--- src/rtl/mdio_pkg.sv ---
package mdio_pkg;
  localparam int DIV_W      = 8;
  localparam int PHY_W      = 5;
  localparam int DATA_W     = 16;
  localparam int CMD_W      = 3;
  localparam int PRE_BITS   = 32;
  localparam int FRAME_BITS = 32;
  localparam int POS_W      = $clog2(PRE_BITS + FRAME_BITS);
  localparam int FPOS_W     = $clog2(FRAME_BITS);
  localparam int HALF_W     = DIV_W - 1;

  typedef enum logic [2:0] {
    SEL_MODE = 3'd0,
    SEL_CMD  = 3'd1,
    SEL_ADDR = 3'd2,
    SEL_TXD  = 3'd3,
    SEL_RXD  = 3'd4,
    SEL_STAT = 3'd5
  } reg_sel_e;

  // system clocks per management clock phase: even divider / 2, minimum 1
  function automatic logic [HALF_W-1:0] half_count(input logic [DIV_W-1:0] d);
    logic [HALF_W-1:0] h;
    h = d[DIV_W-1:1];
    return (h == '0) ? HALF_W'(1) : h;
  endfunction

  // frame without preamble, first transmitted bit at the MSB
  function automatic logic [FRAME_BITS-1:0] build_frame(
    input logic              rd,
    input logic [PHY_W-1:0]  phy,
    input logic [PHY_W-1:0]  rg,
    input logic [DATA_W-1:0] wd
  );
    return {2'b01, (rd ? 2'b10 : 2'b01), phy, rg, 2'b10, (rd ? DATA_W'(0) : wd)};
  endfunction
endpackage

--- src/rtl/mdio_clkgen.sv ---
module mdio_clkgen
  import mdio_pkg::*;
(
  input  logic             clk,
  input  logic             rst_n,
  input  logic             en,
  input  logic [DIV_W-1:0] div,
  output logic             mdc,
  output logic             rise_stb,
  output logic             fall_stb
);
  logic [HALF_W-1:0] half;
  logic [HALF_W-1:0] cnt;
  logic              tick;

  assign half     = half_count(div);
  assign tick     = en && (cnt >= half - 1'b1);
  assign rise_stb = tick && !mdc;
  assign fall_stb = tick && mdc;

  always_ff @(posedge clk) begin
    if (!rst_n || !en) begin
      cnt <= '0;
      mdc <= 1'b0;
    end else if (tick) begin
      cnt <= '0;
      mdc <= ~mdc;
    end else begin
      cnt <= cnt + 1'b1;
    end
  end

  AST_MDC_EDGE_ON_TICK: assert property (@(posedge clk) disable iff (!rst_n)
    ($rose(mdc) || $fell(mdc)) |-> $past(tick));
endmodule

--- src/rtl/mdio_seq.sv ---
module mdio_seq
  import mdio_pkg::*;
(
  input  logic              clk,
  input  logic              rst_n,
  input  logic              start,
  input  logic              start_rd,
  input  logic              nopre,
  input  logic [PHY_W-1:0]  phy,
  input  logic [PHY_W-1:0]  rg,
  input  logic [DATA_W-1:0] wdata,
  input  logic              rise_stb,
  input  logic              fall_stb,
  input  logic              mdio_i,
  output logic              busy,
  output logic              done,
  output logic              mdio_o,
  output logic              mdio_oe,
  output logic [DATA_W-1:0] rdata
);
  localparam logic [FPOS_W-1:0] TA_POS   = FPOS_W'(FRAME_BITS - DATA_W - 2);
  localparam logic [FPOS_W-1:0] DATA_POS = FPOS_W'(FRAME_BITS - DATA_W);
  localparam logic [FPOS_W-1:0] LAST_POS = FPOS_W'(FRAME_BITS - 1);

  logic                  is_rd, nopre_q;
  logic [FRAME_BITS-1:0] frame;
  logic [POS_W-1:0]      pos, rel;
  logic [FPOS_W-1:0]     fpos;
  logic                  in_pre, last, released, sample_now;

  assign rel        = nopre_q ? pos : pos - POS_W'(PRE_BITS);
  assign fpos       = FPOS_W'(rel);
  assign in_pre     = !nopre_q && (pos < POS_W'(PRE_BITS));
  assign last       = !in_pre && (fpos == LAST_POS);
  assign released   = is_rd && !in_pre && (fpos >= TA_POS);
  assign sample_now = busy && rise_stb && is_rd && !in_pre && (fpos >= DATA_POS);
  assign done       = busy && fall_stb && last;
  assign mdio_o     = (!busy || in_pre) ? 1'b1 : frame[LAST_POS - fpos];
  assign mdio_oe    = busy && !released;

  always_ff @(posedge clk) begin
    if (!rst_n) begin
      busy    <= 1'b0;
      is_rd   <= 1'b0;
      nopre_q <= 1'b0;
      frame   <= '0;
      pos     <= '0;
    end else if (start) begin
      busy    <= 1'b1;
      is_rd   <= start_rd;
      nopre_q <= nopre;
      frame   <= build_frame(start_rd, phy, rg, wdata);
      pos     <= '0;
    end else if (done) begin
      busy    <= 1'b0;
    end else if (busy && fall_stb) begin
      pos     <= pos + 1'b1;
    end
  end

  always_ff @(posedge clk) begin
    if (!rst_n)          rdata <= '0;
    else if (sample_now) rdata <= {rdata[DATA_W-2:0], mdio_i};
  end

  AST_BUSY_UNTIL_DONE: assert property (@(posedge clk) disable iff (!rst_n)
    (busy && !done && !start) |=> busy);
  AST_SAMPLE_RELEASED: assert property (@(posedge clk) disable iff (!rst_n)
    sample_now |-> !mdio_oe);
endmodule

--- src/rtl/mdio_master.sv ---
module mdio_master
  import mdio_pkg::*;
#(
  parameter logic [DIV_W-1:0] DIV_RESET = 8'd20,
  parameter logic [PHY_W-1:0] SCAN_REG  = 5'd1,
  parameter int               LINK_BIT  = 2
) (
  input  logic              clk,
  input  logic              rst_n,
  input  logic              reg_we,
  input  logic [2:0]        reg_sel,
  input  logic [DATA_W-1:0] reg_wdata,
  output logic [DATA_W-1:0] reg_rdata,
  output logic              mdc,
  output logic              mdio_o,
  output logic              mdio_oe,
  input  logic              mdio_i
);
  logic [DIV_W-1:0]  div_q;
  logic              nopre_q;
  logic [CMD_W-1:0]  cmd_q;
  logic [PHY_W-1:0]  phy_q, rg_q;
  logic [DATA_W-1:0] txd_q, rxd_q, seq_rdata;
  logic              link_fail, invalid, rd_fr, scan_fr;
  logic              busy, done, rise_stb, fall_stb;
  logic              cmd_wr, accept, launch, restart, start, start_rd, start_scan;
  logic              unused_wbits;

  assign unused_wbits = ^{reg_wdata[15:13], reg_wdata[7:5]};

  assign cmd_wr     = reg_we && (reg_sel == SEL_CMD);
  assign accept     = cmd_wr && ((reg_wdata[CMD_W-1:0] == '0) || !busy);
  assign launch     = cmd_wr && !busy && (reg_wdata[CMD_W-1:0] != '0);
  assign restart    = done && cmd_q[0];
  assign start      = launch || restart;
  assign start_scan = launch ? reg_wdata[0] : 1'b1;
  assign start_rd   = launch ? (reg_wdata[0] | reg_wdata[1]) : 1'b1;

  mdio_clkgen u_clkgen (
    .clk(clk), .rst_n(rst_n), .en(busy), .div(div_q),
    .mdc(mdc), .rise_stb(rise_stb), .fall_stb(fall_stb)
  );

  mdio_seq u_seq (
    .clk(clk), .rst_n(rst_n), .start(start), .start_rd(start_rd),
    .nopre(nopre_q), .phy(phy_q), .rg(start_scan ? SCAN_REG : rg_q),
    .wdata(txd_q), .rise_stb(rise_stb), .fall_stb(fall_stb),
    .mdio_i(mdio_i), .busy(busy), .done(done), .mdio_o(mdio_o),
    .mdio_oe(mdio_oe), .rdata(seq_rdata)
  );

  always_ff @(posedge clk) begin
    if (!rst_n) begin
      div_q   <= DIV_RESET;
      nopre_q <= 1'b0;
      cmd_q   <= '0;
      phy_q   <= '0;
      rg_q    <= '0;
      txd_q   <= '0;
    end else begin
      if (reg_we && reg_sel == SEL_MODE) begin
        div_q   <= reg_wdata[DIV_W-1:0];
        nopre_q <= reg_wdata[DIV_W];
      end
      if (reg_we && reg_sel == SEL_ADDR) begin
        phy_q <= reg_wdata[PHY_W-1:0];
        rg_q  <= reg_wdata[8 +: PHY_W];
      end
      if (reg_we && reg_sel == SEL_TXD) txd_q <= reg_wdata;
      if (accept) cmd_q <= reg_wdata[CMD_W-1:0];
    end
  end

  always_ff @(posedge clk) begin
    if (!rst_n) begin
      rxd_q     <= '0;
      link_fail <= 1'b0;
      invalid   <= 1'b0;
      rd_fr     <= 1'b0;
      scan_fr   <= 1'b0;
    end else begin
      if (done && rd_fr) rxd_q <= seq_rdata;
      if (done && scan_fr) begin
        link_fail <= ~seq_rdata[LINK_BIT];
        invalid   <= 1'b0;
      end
      if (launch && reg_wdata[0]) invalid <= 1'b1;
      if (start) begin
        rd_fr   <= start_rd;
        scan_fr <= start_scan;
      end
    end
  end

  always_comb begin
    unique case (reg_sel)
      SEL_MODE: reg_rdata = DATA_W'({nopre_q, div_q});
      SEL_CMD:  reg_rdata = DATA_W'(cmd_q);
      SEL_ADDR: reg_rdata = DATA_W'({rg_q, 3'b000, phy_q});
      SEL_TXD:  reg_rdata = txd_q;
      SEL_RXD:  reg_rdata = rxd_q;
      SEL_STAT: reg_rdata = DATA_W'({invalid, busy, link_fail});
      default:  reg_rdata = '0;
    endcase
  end

  AST_MDC_LOW_IDLE: assert property (@(posedge clk) disable iff (!rst_n)
    !busy |-> !mdc);
  AST_OUT_STABLE_HIGH: assert property (@(posedge clk) disable iff (!rst_n)
    (mdc && $past(mdc)) |-> $stable(mdio_o));
  AST_CMD_HELD_BUSY: assert property (@(posedge clk) disable iff (!rst_n)
    (busy && cmd_wr && reg_wdata[CMD_W-1:0] != '0) |=> $stable(cmd_q));
  AST_INVALID_DROP: assert property (@(posedge clk) disable iff (!rst_n)
    $fell(invalid) |-> $past(done));
endmodule

--- config.mk ---
export PLATFORM = sky130hd
export DESIGN_NAME = mdio_master
export DESIGN_NICKNAME = d
export VERILOG_FILES = /design/src/rtl/mdio_pkg.sv /design/src/rtl/mdio_clkgen.sv /design/src/rtl/mdio_seq.sv /design/src/rtl/mdio_master.sv
export SDC_FILE = /design/constraint.sdc
export NUM_CORES = 1
export LEC_CHECK = 0
export BUFFER_PORTS_ARGS = -buffer_cell sky130_fd_sc_hd__buf_4
export CORE_ASPECT_RATIO = 0.7
export CORE_UTILIZATION = 60
export CTS_BUF_LIST = sky130_fd_sc_hd__clkbuf_4 sky130_fd_sc_hd__clkbuf_8 sky130_fd_sc_hd__clkbuf_16
export DETAILED_ROUTE_END_ITERATION = 10
export GPL_ROUTABILITY_DRIVEN = 0
export GPL_TIMING_DRIVEN = 0
export PLACE_DENSITY_LB_ADDON = 0.2
export SYNTH_ARGS = -nofsm -noshare
export SYNTH_HDL_FRONTEND = slang
export SYNTH_SLANG_ARGS = --single-unit
--- constraint.sdc ---
create_clock -name clk -period 4.9 [get_ports clk]
set_input_delay 0.735 -clock clk [delete_from_list [all_inputs] [get_ports clk]]
set_output_delay 0.735 -clock clk [all_outputs]
set_load 0.02 [all_outputs]
# Word-level counts from Yosys, hierarchy flattened

Cells that the tools add are included.

Register bits after elaboration: 120
Input port bits: 23
Output and inout port bits: 19

Add/subtract/negate cells: 5
Order comparisons: 5
Equal/unequal tests: 6
Muxes and demuxes: 15
Bitwise gates (word level): 5
Reduce and logical (&&, ||, !) cells: 44

Operators by type and width:

| cell                                                                   | count |
|---|---|
| 16-bit one-hot mux with 6 select lines                                 | 1 |
| 1-bit logical AND                                                      | 25 |
| 16-bit two-way mux                                                     | 1 |
| 5-bit two-way mux                                                      | 2 |
| 1-bit two-way mux                                                      | 8 |
| 7-bit by 1-bit adder with 7-bit output (second input constant)         | 1 |
| 7-bit >= comparator                                                    | 1 |
| 7-bit zero test                                                        | 1 |
| 7-bit two-way mux                                                      | 1 |
| 7-bit by 1-bit subtractor with 7-bit output (second input constant)    | 1 |
| 6-bit by 1-bit adder with 6-bit output (second input constant)         | 1 |
| 3-bit by 2-bit equality test with 1-bit output (second input constant) | 2 |
| 3-bit equality test (second input constant)                            | 2 |
| 1-bit zero test                                                        | 6 |
| 3-bit zero test                                                        | 2 |
| 5-bit by 6-bit < comparator with 1-bit output (second input constant)  | 1 |
| 6-bit < comparator (second input constant)                             | 1 |
| 1-bit binary-select mux with 5-bit select                              | 1 |
| 5-bit equality test (second input constant)                            | 1 |
| 5-bit by 4-bit >= comparator with 1-bit output (second input constant) | 1 |
| 5-bit >= comparator (second input constant)                            | 1 |
| 5-bit by 1-bit subtractor with 5-bit output (second input constant)    | 1 |
| 5-bit subtractor (first input constant)                                | 1 |
| 1-bit logical OR                                                       | 4 |
| 8 further kinds                                                        | 13 |

# Logic depth before layout (Yosys ltp)

Gate-level depths: netlist (run 1).

Depth in word-level cells: 11
Gate-level depth with buffers: 14
Depth with buffers taken out: 12

# Modules after synthesis

A second synthesis (run 1) with hierarchy kept.

Cell total of the unflattened synthesis: 621
Area total of the unflattened synthesis: 5,519.0 µm²

By module, submodules not included:

| module      | instances | cells an instance | area each (µm²) | seq. area each (µm²) |
|---|---|---|---|---|
| mdio_master | 1         | 327               | 2,627.5         | 1,161.1 |
| mdio_seq    | 1         | 224               | 2,250.9         | 1,061.0 |
| mdio_clkgen | 1         | 70                | 640.6           | 160.2 |

# Worst setup path before layout (run 1)

No wires, ideal clock.

Path type: reg-to-reg
From: register div_q[3]
To: register rxd_q[10]
Library setup time: 72 ps
Data arrival time: 2,857 ps
Data required time: 4,828 ps
Setup slack: 1,972 ps
Cell stages (with the launch flop): 14
Buffers on the path: 1
Cell sequence: dfxtp_1 -> nor4_1 -> a21oi_1 -> ha_1 -> nand2_1 -> nor3_1 -> xnor2_1 -> ha_1 -> and4_1 -> o21ai_2 -> o221a_4 -> nor3_4 -> buf_8 -> mux2i_1

Longest elaborated chain between the ends: 9

RTL lines:

| item                                          | RTL line          | source |
|---|---|---|
| from (decl)                                   | mdio_master.sv:19 | `logic [DIV_W-1:0] div_q;` |
| from (signal assigned)                        | mdio_master.sv:62 | `div_q <= reg_wdata[DIV_W-1:0];` |
| 7-bit zero test                               | mdio_pkg.sv:25    | `return (h == '0) ? HALF_W'(1) : h;` |
| 7-bit two-way mux *                           | mdio_pkg.sv:25    |  |
| 7-bit by 1-bit subtractor with 7-bit output * | mdio_clkgen.sv:17 | `assign tick = en && (cnt >= half - 1'b1);` |
| 7-bit >= comparator *                         | mdio_clkgen.sv:17 |  |
| 1-bit logical AND *                           | mdio_clkgen.sv:17 |  |
| 1-bit logical AND *                           | mdio_clkgen.sv:19 | `assign fall_stb = tick && mdc;` |
| 1-bit logical AND * (2 in series)             | mdio_seq.sv:37    | `assign done = busy && fall_stb && last;` |
| 1-bit logical AND *                           | mdio_master.sv:82 | `if (done && rd_fr) rxd_q <= seq_rdata;` |
| to (signal assigned)                          | mdio_master.sv:82 |  |
| to (decl)                                     | mdio_master.sv:23 | `logic [DATA_W-1:0] txd_q, rxd_q, seq_rdata;` |

Every way passes the cells marked *; elsewhere a longest branch is shown, timed or not.
A chain may end at the register's enable or synchronous reset.

# Worst setup path after layout (run 1)

From: register div_q[3]
To: register rxd_q[15]

Same word-level chain as after synthesis.

==> results.cfg, run 1 <==
[status]
status = complete, no violations

[synthesis]
ys_seq_area_frac = 0.434
synth_cell_types = 54
synth_simple_gate_area_share = 0.192
ys_ff_latch = 118
synth.area.mux_share = 0.0991
syn_area_mm2 = 0.00544
synth_compound_area_frac = 0.189
syn_nets = 664
synth_ff_type = dfxtp_1
async_flop_share = 0
synth_area_per_cell_um2 = 8.64
yosys.area_share.adder = 0.0253
synth_warnings = 0
synthXorXnorAreaFrac = 0.0177
syn_inst = 630
synth_edf_count = 0
synth_top_family_by_area = simple AND/OR/NAND/NOR gates

[clocking]
cts_buffer_depth = 2
clock-root-buffer = clkbuf_16
cts_tree = yes
cts_hold_buf = 0
cts_sinks = 118
worstSkewPairLatency_ns = 0.42
cts_resized = 0
clk_pin_slew_ns = 0.05
cts_buffers = 17
cts_setup_buffers = 0
htreeDepth = 4

[critical_path]
critPathCaptureType = register
start_kind = register
cp.arrival_ns = 3.84
worstPathRequired_ns = 5.24
critPathKind = register to register
cp_max_fo = 10

[worst_hold_path]
hp-class = register to register

[timing]
rsz0062_at_grt = false
setup_viol = 0
fmax_mhz = 285
whs_ns = 0.463
timing.slew.headroom = 0.357
period_minus_slack_ns = 3.51
worst_slew_pin_slew_ns = 0.956
slew_violations = 0
fin_setup_tns_ns = 0
skew_ns = 0.00769
finalHoldViolCount = 0
post-route-period-util = 0.716
fin_ws_ns = 1.39

[floorplanning]
die_x_um = 116
die_h_um = 81.7
fp-row-count = 28
start_util = 0.632
pin_count = 42
core_mm2 = 0.00862
die_area_mm2 = 0.00946

[global_routing]
grt_pass1_vias = 4565
grt_pass1_wl_mm = 24.0
grt_usage = 0.346
antenna_found_initial = 0
gr-total-overflow = 0
grt_max_degree = 17

[placement]
placed_cell_area_mm2 = 0.00589
port_buffers = 39
dp_hpwl_mm = 10.9
dp_worst_setup_slack_ns = 1.51

[cells_and_area]
final_cell_mix = nand2_1, dfxtp_1, a21oi_1
drive_gt1_frac = 0.155
nNetsFinal = 722
syn2layout_area_growth_pct = 19.3
layout_commonest_cell = nand2_1
antenna_cells = 0
finalInstanceArea_mm2 = 0.00649

[routing]
drc = 0
drt_pre_antenna_iters = 5
wire_per_inst_um = 19.1
drtIter0Drc = 640
totalWireLength_mm = 15.7
ant_nets = 0
via_per_inst = 6.23
vias = 5116

[pwr]
power.total_mw = 2.37
static-leakage-power_nw = 2.36
ir_drop_uv = 321
powerDensity_mw_per_mm2 = 365

[job]
max_cap_violations = 0
==> synth_stat cells (5+ instances only) <==
library cell | count | area, um2
nand2_1 | 142 | 533
dfxtp_1 | 118 | 2360
a21oi_1 | 60 | 300
mux2i_1 | 37 | 370
o21ai_0 | 36 | 180
nand3_1 | 30 | 150
nor2_1 | 27 | 101
a22o_1 | 23 | 201
clkbuf_1 | 23 | 86.3
a22oi_1 | 11 | 82.6
ha_1 | 11 | 138
inv_1 | 8 | 30.0
xnor2_1 | 8 | 70.1
mux2_2 | 7 | 78.8
buf_2 | 6 | 30.0
buf_4 | 6 | 45.0
nand2b_1 | 6 | 37.5
and2_1 | 5 | 31.3
nor3_1 | 5 | 25.0
o221ai_1 | 5 | 43.8
or3_1 | 5 | 31.3
==> state kept, by name, summed over array words and instances, names as in the netlist <==
name,count
u_seq.frame,29
rxd_q,16
txd_q,16
u_seq.rdata,16
div_q,8
u_clkgen.cnt,7
u_seq.pos,6
phy_q,5
rg_q,5
cmd_q,3
invalid,1
link_fail,1
nopre_q,1
scan_fr,1
u_clkgen.mdc,1
u_seq.busy,1
u_seq.nopre_q,1
==> final cells by class <==
class	count	area, um2
clock inverter	9	125
buffer	40	206
clock buffer	23	483
inverter	8	30.0
timing repair buffer	39	293
multi-input combinational	464	2850
sequential	118	2360
tap	120	150
fill	605	2120
==> metal layers <==
layer / share of wire / track usage / up-vias
met2: 0.44 / 0.525 / 307
met1: 0.44 / 0.487 / 2433
met3: 0.10 / 0.0797 / 35
met5: 0 / 0 / -
met4: 0.019 / 0.115 / 0
li1: - / - / 2341
==> worst max-delay path: stages (launching register included) <==
cell and delay [ns]:
dfxtp_1 0.36, nor4_1 0.36, a21oi_1 0.18, ha_1 0.25
nand2_1 0.10, nor3_1 0.06, xnor2_1 0.14, ha_1 0.32
and4_1 0.21, o21ai_2 0.07, o221a_4 0.34, nor3_4 0.52
buf_8 0.25, mux2i_1 0.24
==> kinds of logic after synthesis <==
| family | Yosys count |
|---|---|
| and+or+nand+nor | 236 |
| muxes | 48 |
| xor gates and xnor gates | 11 |
| adders and majority gates | 11 |
| AOI/OAI and AO/OA | 158 |
| buffers and inverters | 48 |
| DFF | 118 |
==> path summary, 6_finish.rpt <==
check | startpoint | end | slack [ns] | depth (start not counted)
setup reg to reg | div_q[3] | rxd_q[15] | 1.39 | 13
hold reg to reg | u_clkgen.cnt[0] | u_clkgen.cnt[0] | 0.46 | 1
setup / recovery | div_q[3] | rxd_q[15] | 1.39 | 13
hold / removal | u_clkgen.cnt[0] | u_clkgen.cnt[0] | 0.46 | 1
==> where the power goes <==
part	internal (mW)	switching, mW	leakage, nW
combinational	0.0397	0.0738	1.11
clock	0.843	0.433	0.301
sequential	0.969	0.0108	0.952
==> metrics by stage <==
stage | utilization | std cells
5_1_grt | 0.754 | 821
2_1_floorplan | - | 630
6_report | 0.754 | 821
3_3_place_gp | 0.683 | 789
3_5_place_dp | 0.683 | 789
4_1_cts | 0.754 | 821
Power figures use the tool's default switching activity.
==> inputs of run 2 (changes only) <==
==> constraint.sdc (replaced) <==
create_clock -name clk -period 3.5 [get_ports clk]
set_input_delay 0.525 -clock clk [delete_from_list [all_inputs] [get_ports clk]]
set_output_delay 0.525 -clock clk [all_outputs]
set_load 0.02 [all_outputs]
==> run 2 against run 1 <==
Clock power rose by 39%. Sequential share of layout area fell by 0.43 points. Worst hold slack got worse by 0.098 ns. Die area did not move. Design area rose by 1.2%. Largest cell class unchanged. Largest power group unchanged. Highest routed layer unchanged.
==> results.cfg, run 2 (synthesis gave the netlist of run 1 again) <==
[critical_path]
worstReg2RegStart = div_q[3]
r2r_setup_slack_ns = 0.21
r2r-end = link_fail
critPathCaptureType = register
critPathKind = register to register
cp.arrival_ns = 3.63
worstPathRequired_ns = 3.84
cp_max_fo = 10
start_kind = register
rr_worst_depth = 13

[routing]
drc = 0
drt_pre_antenna_iters = 6
vias = 5120
ant_nets = 0
met1_length_mm = 6.92
met3RoutedLength_mm = 1.64
routed.top_layer = met4
via_per_inst = 6.18
drtIter0Drc = 619
totalWireLength_mm = 15.8
wire_per_inst_um = 19.0
wl_met2_mm = 6.88

[placement]
port_buffers = 39
dp_hpwl_mm = 10.9
dp_cells = 789

[floorplanning]
core_mm2 = 0.00862
fp-row-count = 28
pin_count = 42
die_x_um = 116
die_h_um = 81.7
start_util = 0.632
die_area_mm2 = 0.00946

[timing]
period_minus_slack_ns = 3.29
setup_viol = 0
rsz0062_at_grt = false
fmax_mhz = 304
worst_slew_pin_slew_ns = 0.914
finalHoldViolCount = 0
post-route-period-util = 0.941
timing.slew.headroom = 0.386
slew_violations = 0
skew_ns = 0.00912
fin_setup_tns_ns = 0

[worst_hold_path]
hold_depth = 3
worst_hold_path.endpoint = div_q[4]
hold_path_startpoint = reg_wdata[4]
hp-class = input port to register

[clocking]
cts_hold_buf = 0
cts_tree = yes
cts_buffer_depth = 2
clock-root-buffer = clkbuf_16
worstSkewPairLatency_ns = 0.42
htreeDepth = 4
cts_sinks = 118
clk_pin_slew_ns = 0.06
cts_buffers = 17

[global_routing]
gr-total-overflow = 0
grt_usage = 0.346
grt_pass1_vias = 4565
antenna_found_initial = 0
grt_pass1_wl_mm = 24.0
grt_max_degree = 17

[pwr]
seqPwrFrac = 0.414
p_sw_mw = 0.720
powerDensity_mw_per_mm2 = 504
static-leakage-power_nw = 2.40
power.share.clock = 0.537
combPwrFrac = 0.049
swShare = 0.217
ir_drop_uv = 450
p_int_mw = 2.59

[cells_and_area]
stdcell_count = 828
final_cell_mix = nand2_1, dfxtp_1, a21oi_1
layout_commonest_cell = nand2_1
nNetsFinal = 729
antenna_cells = 0
largest_reg_flops = 29
regMostFlops = u_seq.frame
syn2layout_area_growth_pct = 20.7
fillerInstances = 597
drive_gt1_frac = 0.167

[job]
max_cap_violations = 0

[status]
status = complete, no violations
[run 2: per-stage QoR]
step	hold slack (ns)	power, mW	cell area, um2	setup slack, ns	utilization
floorplan	0.426	1.49	5440	0.572	-
global placement	0.439	1.55	5890	0.238	0.683
detailed placement	0.447	1.55	5890	0.112	0.683
CTS	0.357	3.31	6490	0.0595	0.754
global route	0.365	3.39	6570	0.00939	0.763
finish	0.365	3.31	6570	0.208	0.763
[run 2: how the worst max path moves through the flow]
stage | start | to | depth (start not counted)
3_5_place_dp | div_q[3] | rxd_q[6] | 13
2_1_floorplan | div_q[3] | rxd_q[10] | 13
6_report | div_q[3] | link_fail | 13
5_1_grt | div_q[3] | u_seq.rdata[6] | 14
3_3_place_gp | div_q[3] | u_seq.rdata[5] | 14
4_1_cts | div_q[3] | rxd_q[15] | 13
[run 2: what timing repair did]
| item | in CTS | in global routing |
|---|---|---|
| endpoints found under the setup margin | 0 | 26 |
| resized for setup | 0 | 2 |
| buffers inserted | 0 | 7 |
[run 2: power groups by stage]
stage          Sequential, mW  Combinational (mW)  Clock (mW)
6_report                 1.37               0.161        1.78
3_3_place_gp             1.40               0.148           0
3_5_place_dp             1.40               0.152           0
4_1_cts                  1.37               0.154        1.78
5_1_grt                  1.37               0.171        1.84
2_1_floorplan            1.39              0.0929           0
[run 2: critical path: stages, from the launching register on]
cell	delay (ns)
dfxtp_1	0.45
nor4_2	0.09
a21oi_1	0.25
ha_1	0.25
nand2_1	0.09
nor3_1	0.19
xnor2_1	0.10
ha_1	0.32
and4_1	0.21
o21ai_2	0.08
o221a_4	0.35
buf_4	0.19
nor3_1	0.38
mux2i_1	0.26
[run 2: routing by layer]
metal	vias up	track usage
li1	2351	-
met3	30	0.0797
met2	334	0.525
met4	0	0.115
met1	2405	0.487
met5	-	0
[run 2: cell type report]
class / instances / area, um2 / area share
Sequential cell: 118 / 2360 / 0.359
Timing Repair Buffer: 46 / 358 / 0.0544
Clock inverter: 9 / 125 / 0.0190
Tap cell: 120 / 150 / 0.0228
Buffer: 40 / 206 / 0.0314
Clock buffer: 23 / 483 / 0.0735
Inverter: 8 / 30.0 / 0.00457
Multi-Input combinational cell: 464 / 2860 / 0.435
